[config.mk]
export PLATFORM = sky130hd
export DESIGN_NAME = pulse_seq_gen
export DESIGN_NICKNAME = d
export VERILOG_FILES = /design/src/rtl/pseq_pkg.sv /design/src/rtl/pseq_fifo.sv /design/src/rtl/pseq_sequencer.sv /design/src/rtl/pulse_seq_gen.sv
export SDC_FILE = /design/constraint.sdc
export NUM_CORES = 1
export LEC_CHECK = 0
export BUFFER_PORTS_ARGS = -buffer_cell sky130_fd_sc_hd__buf_2
export CAP_MARGIN = 20
export CELL_PAD_IN_SITES_DETAIL_PLACEMENT = 1
export CELL_PAD_IN_SITES_GLOBAL_PLACEMENT = 1
export CORE_UTILIZATION = 45
export DETAILED_ROUTE_END_ITERATION = 10
export GPL_TIMING_DRIVEN = 0
export MAX_ROUTING_LAYER = met4
export PLACE_DENSITY = 0.69
export SYNTH_ARGS = -nofsm -noshare
export SYNTH_HDL_FRONTEND = slang
export SYNTH_HIERARCHICAL = 1
export SYNTH_SLANG_ARGS = --single-unit
[constraint.sdc]
create_clock -name clk -period 5 [get_ports clk]
set_input_delay 0 -clock clk [delete_from_list [all_inputs] [get_ports clk]]
set_output_delay 0 -clock clk [all_outputs]
set_load 0.02 [all_outputs]
[src/rtl/pseq_pkg.sv]
package pseq_pkg;

  // Sequencer phases: idle, armed (waiting for an entry), playing an entry
  typedef enum logic [1:0] {
    PS_IDLE = 2'd0,
    PS_ARM  = 2'd1,
    PS_PLAY = 2'd2
  } pseq_state_e;

endpackage

[src/rtl/pseq_fifo.sv]
module pseq_fifo #(
  parameter int DEPTH = 64,
  parameter int WIDTH = 17
) (
  input  logic             clk,
  input  logic             rst,
  input  logic             wr_en,
  input  logic [WIDTH-1:0] wr_data,
  output logic             full,
  output logic             overflow,
  input  logic             rd_en,
  output logic [WIDTH-1:0] rd_data,
  output logic             empty
);

  localparam int AW = (DEPTH > 1) ? $clog2(DEPTH) : 1;
  localparam int CW = $clog2(DEPTH + 1);

  logic [WIDTH-1:0] mem [DEPTH];
  logic [AW-1:0]    wptr, rptr;
  logic [CW-1:0]    count;
  logic             ovf_q;
  logic             wr_ok, rd_ok;

  function automatic logic [AW-1:0] bump(input logic [AW-1:0] p);
    return (p == AW'(DEPTH - 1)) ? '0 : p + 1'b1;
  endfunction

  assign full     = (count == CW'(DEPTH));
  assign empty    = (count == '0);
  assign wr_ok    = wr_en && !full;
  assign rd_ok    = rd_en && !empty;
  assign overflow = ovf_q;

  // Storage without reset so that a block RAM with registered read fits
  always_ff @(posedge clk) begin
    if (wr_ok) mem[wptr] <= wr_data;
    if (rd_ok) rd_data <= mem[rptr];
  end

  always_ff @(posedge clk) begin
    if (rst) begin
      wptr  <= '0;
      rptr  <= '0;
      count <= '0;
      ovf_q <= 1'b0;
    end else begin
      if (wr_ok) wptr <= bump(wptr);
      if (rd_ok) rptr <= bump(rptr);
      case ({wr_ok, rd_ok})
        2'b10:   count <= count + 1'b1;
        2'b01:   count <= count - 1'b1;
        default: count <= count;
      endcase
      if (wr_en && full) ovf_q <= 1'b1;
    end
  end


  drop_sets_flag_chk: assert property (@(posedge clk) disable iff (rst)
    (wr_en && full) |=> overflow);


  flag_sticky_chk: assert property (@(posedge clk) disable iff (rst)
    overflow |=> overflow);


  no_empty_read_chk: assert property (@(posedge clk) disable iff (rst)
    rd_en |-> !empty);


  count_bound_chk: assert property (@(posedge clk) disable iff (rst)
    count <= CW'(DEPTH));

endmodule

[src/rtl/pseq_sequencer.sv]
module pseq_sequencer
  import pseq_pkg::*;
#(
  parameter int   DUR_W    = 16,
  parameter logic IDLE_LVL = 1'b0
) (
  input  logic         clk,
  input  logic         rst,
  input  logic         start,
  input  logic         fifo_empty,
  input  logic [DUR_W:0] rd_data,
  output logic         rd_en,
  output logic         pulse_out,
  output logic         busy,
  output logic         done
);

  pseq_state_e      state;
  logic [DUR_W-1:0] cnt;
  logic [DUR_W:0]   nxt_q;
  logic             nxt_vld, rd_pend;
  logic             out_q, done_q;

  logic             avail, boundary, take, finish;
  logic [DUR_W:0]   head;
  logic [DUR_W-1:0] head_dur, load_cnt;

  // One prefetched entry lives either in the RAM read register or the slot
  assign avail    = nxt_vld | rd_pend;
  assign head     = nxt_vld ? nxt_q : rd_data;
  assign head_dur = head[DUR_W-1:0];
  assign load_cnt = (head_dur == '0) ? DUR_W'(1) : head_dur;

  assign boundary = (state == PS_ARM) || (state == PS_PLAY && cnt == DUR_W'(1));
  assign take     = boundary && avail;
  assign finish   = boundary && !avail && fifo_empty;
  assign rd_en    = (state != PS_IDLE) && !fifo_empty && (!avail || take);

  assign pulse_out = out_q;
  assign done      = done_q;
  assign busy      = (state != PS_IDLE);

  always_ff @(posedge clk) begin
    if (rst) begin
      state   <= PS_IDLE;
      cnt     <= '0;
      nxt_q   <= '0;
      nxt_vld <= 1'b0;
      rd_pend <= 1'b0;
      out_q   <= IDLE_LVL;
      done_q  <= 1'b0;
    end else begin
      done_q  <= 1'b0;
      rd_pend <= rd_en;
      if (take) begin
        nxt_vld <= 1'b0;
      end else if (rd_pend) begin
        nxt_q   <= rd_data;
        nxt_vld <= 1'b1;
      end
      case (state)
        PS_IDLE: begin
          if (start) state <= PS_ARM;
        end
        default: begin
          if (take) begin
            out_q <= head[DUR_W];
            cnt   <= load_cnt;
            state <= PS_PLAY;
          end else if (finish) begin
            out_q  <= IDLE_LVL;
            done_q <= 1'b1;
            state  <= PS_IDLE;
          end else if (state == PS_PLAY) begin
            if (cnt == DUR_W'(1)) begin
              out_q <= IDLE_LVL;
              state <= PS_ARM;
            end else begin
              cnt <= cnt - 1'b1;
            end
          end
        end
      endcase
    end
  end


  done_single_chk: assert property (@(posedge clk) disable iff (rst)
    done |=> !done);


  done_rest_chk: assert property (@(posedge clk) disable iff (rst)
    done |-> (pulse_out == IDLE_LVL) && !busy);


  level_hold_chk: assert property (@(posedge clk) disable iff (rst)
    (state == PS_PLAY && cnt > DUR_W'(1)) |=> $stable(pulse_out));


  count_live_chk: assert property (@(posedge clk) disable iff (rst)
    (state == PS_PLAY) |-> (cnt != '0));


  one_prefetch_chk: assert property (@(posedge clk) disable iff (rst)
    !(nxt_vld && rd_pend));

endmodule

[src/rtl/pulse_seq_gen.sv]
module pulse_seq_gen #(
  parameter int   DEPTH    = 64,
  parameter int   DUR_W    = 16,
  parameter logic IDLE_LVL = 1'b0
) (
  input  logic           clk,
  input  logic           rst,
  input  logic [DUR_W:0] wr_data,
  input  logic           wr_en,
  output logic           full,
  output logic           overflow,
  input  logic           go,
  output logic           pulse_out,
  output logic           busy,
  output logic           done
);

  localparam int ENTRY_W = DUR_W + 1;

  logic               go_q, start;
  logic               rd_en, fifo_empty;
  logic [ENTRY_W-1:0] rd_data;

  always_ff @(posedge clk) begin
    if (rst) go_q <= 1'b0;
    else     go_q <= go;
  end

  assign start = go && !go_q && !busy;

  pseq_fifo #(
    .DEPTH (DEPTH),
    .WIDTH (ENTRY_W)
  ) u_fifo (
    .clk      (clk),
    .rst      (rst),
    .wr_en    (wr_en),
    .wr_data  (wr_data),
    .full     (full),
    .overflow (overflow),
    .rd_en    (rd_en),
    .rd_data  (rd_data),
    .empty    (fifo_empty)
  );

  pseq_sequencer #(
    .DUR_W    (DUR_W),
    .IDLE_LVL (IDLE_LVL)
  ) u_seq (
    .clk        (clk),
    .rst        (rst),
    .start      (start),
    .fifo_empty (fifo_empty),
    .rd_data    (rd_data),
    .rd_en      (rd_en),
    .pulse_out  (pulse_out),
    .busy       (busy),
    .done       (done)
  );


  busy_needs_go_chk: assert property (@(posedge clk) disable iff (rst)
    $rose(busy) |-> $past(go));


  quiet_when_idle_chk: assert property (@(posedge clk) disable iff (rst)
    (!busy && !done) |-> (pulse_out == IDLE_LVL));

endmodule

==> impl_metrics.ini, run 1 <==
[power_and_ir_drop]
p_leak_nw = 16.4
power.density_nw_per_um2 = 385
ir_drop_v = 0.000276

[placed_design]
placed_cell_area_sq_um = 48500
post-place-ws_ps = 610
place_congestion = 0.890
portBuffers = 25
place_hpwl_um = 83100
dp_cells = 3635

[synthesis]
postSynth.asyncResetShare_pct = 0
synth_area_per_cell_sq_um = 20.3
netlist_instances = 2237
synth_edf_count = 1105
synth_top_cell_by_area = edfxtp_1
syn_area_sq_um = 45400
synth_ff_type = edfxtp_1
ys_seq_elements = 1165
ys_warn_count = 6
synthesis.nets = 2269
synth.area.top_cells = edfxtp_1 (73%), mux4_2 (12%), dfxtp_1 (2.6%)
synth-seq-area-share_pct = 75.8
synthDistinctLibCells = 72
synth_top_area_share_pct = 73.1

[cells_and_area]
final_cell_mix = edfxtp_1 (1105), mux4_2 (240), clkbuf_16 (118), mux2i_1 (94), clkbuf_1 (78)
antennaDiodeCount = 0
finish.net_count = 2511
finalInstanceArea_sq_um = 52500
drive_above_1_share_pct = 25.4
syn_to_final_growth_pct = 15.7
layout_commonest_cell = edfxtp_1
utilization_pct = 52.5
stdcell_count = 3877

[timing]
min_period_ps = 4390
rsz0062_at_grt = no
setup_ws_ps = 610
slew_viol_final = 0
final.period_utilization_pct = 87.8
fmaxAchievable_mhz = 228
max_slew.worst_pin.slew_ps = 1330
fin_skew_ps = 34.5
finalHoldViolations = 0
slew_headroom_pct = 11.5
setup_viol = 0

[setup_path]
worst-path-max-fanout = 10
path_class = reg -> reg
setup.worst_path.end = u_fifo/count[6]
worst_r2r_endpoint = u_fifo/count[6]
rrSetupSlack_ps = 610
r2r-start = u_seq/cnt[0]
cp.required_ps = 5570
start_kind = register
cp-end-kind = register
crit_start = u_seq/cnt[0]
r2r_cells = 16
worstPathArrival_ps = 4960

[grt]
antenna_found_initial = 4
grt_util_all_layers_pct = 24.7
grt_overflow = 0
grt_pass1_vias = 24800
grt_pass1_wl_um = 176000
grt_use_met3_pct = 3.45
busiest_layer = met2
grt_util_met2_pct = 39.1
use_met1_pct = 33.8
grt_max_degree = 65

[detailed_routing]
avgRoutedWirePerCell_um = 31.4
vias_per_cell = 6.18
totalWireLength_um = 122000
ant_nets = 0
vias = 24000
drc_errors = 0
first_pass_iters = 5
drtIter0Drc = 2791

[clock_tree]
cts_tree = done
clockRootBuffer = clkbuf_16
insertion_delay_ps = 700
cts_buffers = 117
clk_path_buf_depth = 3
clock-sinks = 1165
cts_setup_buffers = 0
clkSlewWorstSetupHoldPaths_ps = 60
htreeDepth = 3

[floorplan]
rows = 116
pin_count = 26
initial_core_util_pct = 45.4
die_area_sq_um = 102000
fp.dieW_um = 320
core_area_sq_um = 100000
fp.dieH_um = 320

[outcome]
outcome = finished clean

[job]
max-cap-violations = 0

[hold_path]
holdCritStartpoint = wr_en
hp-class = in -> reg
power by group:
group	switching, mW	total [mW]	internal (mW)	leakage (nW)
clock network	3.71	8.63	4.91	1.84
logic	0.552	0.855	0.303	4.16
registers	0.0284	10.8	10.7	10.4
total	4.29	20.2	15.9	16.4
flip-flops by register name, summed over array words and instances (netlist names):
signal	flops
u_fifo/mem	1088
u_fifo/rd_data	17
u_seq/nxt_q	17
u_seq/cnt	16
u_fifo/count	7
u_fifo/rptr	6
u_fifo/wptr	6
u_seq/state	2
go_q	1
u_fifo/overflow	1
u_seq/done	1
u_seq/nxt_vld	1
u_seq/pulse_out	1
u_seq/rd_pend	1
metrics by stage:
step	TNS, ps	hold slack [ps]	power [mW]
3_3_place_gp	-2290	198	11.7
5_1_grt	0	168	20.7
2_1_floorplan	0	71.6	11.4
4_1_cts	0	74.9	20.4
6_report	0	126	20.2
3_5_place_dp	0	215	11.8
layer usage:
metal | part of all wire (%) | wire [um]
met3 | 6.9 | 8350
met2 | 49 | 59600
met5 | 0 | 0
met1 | 42 | 50800
met4 | 2.4 | 2960
worst min-delay path by stage:
stage | to | slack [ps] | cells after the start
after floorplan | go_q | 70 | 1
after global placement | go_q | 200 | 2
after detailed placement | go_q | 210 | 2
after CTS | u_fifo/overflow | 70 | 4
after global routing | u_fifo/overflow | 170 | 4
final | u_fifo/overflow | 130 | 4
final cells by class:
class | instances | area [sq um]
Inverter | 17 | 63.8
Clock buffer | 142 | 3050
Sequential cell | 1165 | 34400
Multi-Input combinational cell | 924 | 10500
Tap cell | 1298 | 1620
Clock inverter | 77 | 716
Fill cell | 8805 | 47500
Timing Repair Buffer | 123 | 1550
Buffer | 131 | 623
cells in the mapped netlist, drive strengths merged, types with 4 or more instances:
master,count
clkbuf,57
nor4,11
dfxtp,60
nand2,37
o21ai,15
edfxtp,1105
ha,10
mux4,240
inv,17
o211ai,6
buf,74
a22oi,20
o221ai,35
a211oi,37
nor2,127
xnor2,6
o21a,8
nand4,10
a22o,49
nand3,14
nand3b,9
nor3,12
and2,6
a221oi,36
mux2,7
nor2b,13
a211o,17
xor2,9
a31oi,4
mux2i,94
a21oi,28
o22ai,20
kinds of logic after synthesis:
| family | synth area share (%) |
|---|---|
| flip-flops | 75.8 |
| multiplexers | 14.2 |
| AO/OA/AOI/OAI | 5.01 |
| XOR/XNOR | 0.289 |
| AND/OR/NAND/NOR | 2.95 |
| buffers and inverters | 1.51 |
| adder cells (fa/ha/maj) | 0.320 |
worst max-delay path: stages (launching register included):
cell and delay (ps):
dfxtp_1 480, ha_1 200, nor4b_4 290, nand4_4 270
o21ai_0 250, nand2_1 100, a21oi_1 130, inv_1 60
a31oi_2 500, ha_1 470, inv_1 150, fa_1 430
nor2b_1 140, o21a_1 170, o2111ai_1 120, o211ai_1 140
mux2_2 350
what timing repair did:
item | 4_1_cts | 5_1_grt
hold endpoints to repair | 457 | 88
gates resized for setup | 0 | 0
setup endpoints to repair | 0 | 0
hold buffers | 19 | 2
No activity file was read; power rests on OpenSTA's default activity.
==> run 2, diff against run 1 <==
--- a/config.mk
+++ b/config.mk
@@ -9,9 +9,9 @@
 export CAP_MARGIN = 20
 export CELL_PAD_IN_SITES_DETAIL_PLACEMENT = 1
 export CELL_PAD_IN_SITES_GLOBAL_PLACEMENT = 1
+export CORE_MARGIN = 5
 export CORE_UTILIZATION = 45
 export DETAILED_ROUTE_END_ITERATION = 10
-export GPL_TIMING_DRIVEN = 0
 export MAX_ROUTING_LAYER = met4
 export PLACE_DENSITY = 0.69
 export SYNTH_ARGS = -nofsm -noshare
==> impl_metrics.ini, run 2 (synthesis gave the netlist of run 1 again) <==
[floorplan]
rows = 116
fp.dieW_um = 328
fp.dieH_um = 328
initial_core_util_pct = 45.3
die_area_sq_um = 107000
core_area_sq_um = 100000
pin_count = 26

[setup_path]
cp_top_family = compound AO/OA/AOI/OAI gates
r2r_cells = 16
cp.required_ps = 5570
cp.depth = 16
crit_buf_inv = 2
cp_slowest_stage_delay_ps = 470
critPathSlowestCell = dfxtp_1
path_class = reg -> reg
start_kind = register
cp-end-kind = register
worstPathCellList = ha_1 > nor4b_4 > nand4_4 > o21ai_0 > nand2_1 > a21oi_1 > inv_1 > a31oi_2 > ha_1 > inv_1 > fa_1 > nor2b_1 > o21a_1 > o2111ai_1 > o211ai_1 > mux2_2
worstPathArrival_ps = 4550
worst-path-max-fanout = 10

[timing]
fmaxAchievable_mhz = 251
max_slew.worst_pin.slew_ps = 1010
min_period_ps = 3980
setup_viol = 0
finalHoldViolations = 0
tns_ps = 0
slew_headroom_pct = 32.7
slew_viol_final = 0
rsz0062_at_grt = no
final.period_utilization_pct = 79.6
fin_skew_ps = 27.5

[power_and_ir_drop]
p_leak_nw = 16.0
ir_drop_v = 0.000277
power.density_nw_per_um2 = 389
total_power_mw = 19.9

[cells_and_area]
finish.net_count = 2403
syn_to_final_growth_pct = 12.9
top_regs = u_fifo/mem x1088, u_fifo/rd_data x17, u_seq/nxt_q x17
layout_commonest_cell = edfxtp_1
fillers = 8877
top_register = u_fifo/mem
antennaDiodeCount = 0
largest_reg_flops = 1088
final_cell_mix = edfxtp_1 (1105), mux4_2 (240), nor2_1 (125), clkbuf_16 (115), buf_4 (107)
drive_above_1_share_pct = 22.9

[grt]
grt_util_all_layers_pct = 21.9
grt_max_degree = 65
grt_pass1_vias = 24000
grt_overflow = 0
antenna_found_initial = 1
grt_pass1_wl_um = 168000

[clock_tree]
clkSlewWorstSetupHoldPaths_ps = 60
insertion_delay_ps = 690
cts_tree = done
clk_path_buf_depth = 3
clockRootBuffer = clkbuf_16
cts_buffers = 115
htreeDepth = 3
clock-sinks = 1165

[detailed_routing]
totalWireLength_um = 114000
vias = 23100
avgRoutedWirePerCell_um = 30.4
vias_per_cell = 6.14
first_pass_iters = 5
ant_nets = 0
drtIter0Drc = 2468
drc_errors = 0

[hold_path]
hold_depth = 2
hp-class = in -> reg

[outcome]
outcome = finished clean

[job]
max-cap-violations = 0

[placed_design]
place_hpwl_um = 67400
place_congestion = 0.834
portBuffers = 25
run 2: changes by cell type in the layout (fill, tap and decap cells not counted), sizes merged:
cell,delta
clkinv,-9
clkbuf,-50
dlygate4sd3,-15
buf,-34
clkinvlp,-1
inv,-3
run 2: per-stage QoR:
step	hold slack (ps)	setup slack [ps]	area, sq um	util, %	std cells
after floorplan	71.6	373	45400	-	2237
after global placement	225	1150	47500	47.4	3543
after detailed placement	245	1120	47500	47.4	3545
after CTS	34.0	1090	51200	51.1	3764
after global routing	39.8	811	51200	51.1	3765
final	23.7	1020	51200	51.1	3765
run 2: cell type report:
class | instances | area (sq um) | share of cell area (%)
clock inverter | 64 | 622 | 1.21
inverter | 17 | 63.8 | 0.125
sequential | 1165 | 34400 | 67.1
clock buffer | 149 | 3030 | 5.91
multi-input combinational | 924 | 10300 | 20.2
timing repair buffer | 148 | 1170 | 2.28
tap | 1298 | 1620 | 3.17
run 2: per-layer routing:
layer	global-route usage (%)	up-vias	part of all wire (%)
li1	-	9669	-
met1	30.6	12400	42
met2	33.5	912	48
met3	4.29	160	7.7
met4	6.09	0	2.7
met5	-	-	0
run 2: power by group:
part	leakage, nW	total [mW]	switching [mW]	internal [mW]
Clock	1.77	8.36	3.54	4.82
Combinational	3.76	0.773	0.504	0.269
Sequential	10.4	10.8	0.0433	10.7
run 2: path summary, 6_finish.rpt:
| check | from | slack, ps | endpoint |
|---|---|---|---|
| worst max-delay path | u_seq/cnt[0] | 1020 | u_fifo/count[6] |
| worst min-delay path | wr_data[16] | 20 | u_fifo/mem[14][16] |
| worst max register to register | u_seq/cnt[0] | 1020 | u_fifo/count[6] |
| worst min register to register | u_seq/nxt_q[0] | 510 | u_seq/nxt_q[0] |
run 2: timing repair:
item | CTS | global route
hold buffers | 6 | 0
hold endpoints to repair | 46 | 0
setup buffers | 0 | 0
setup endpoints to repair | 0 | 0
gates resized for setup | 0 | 0
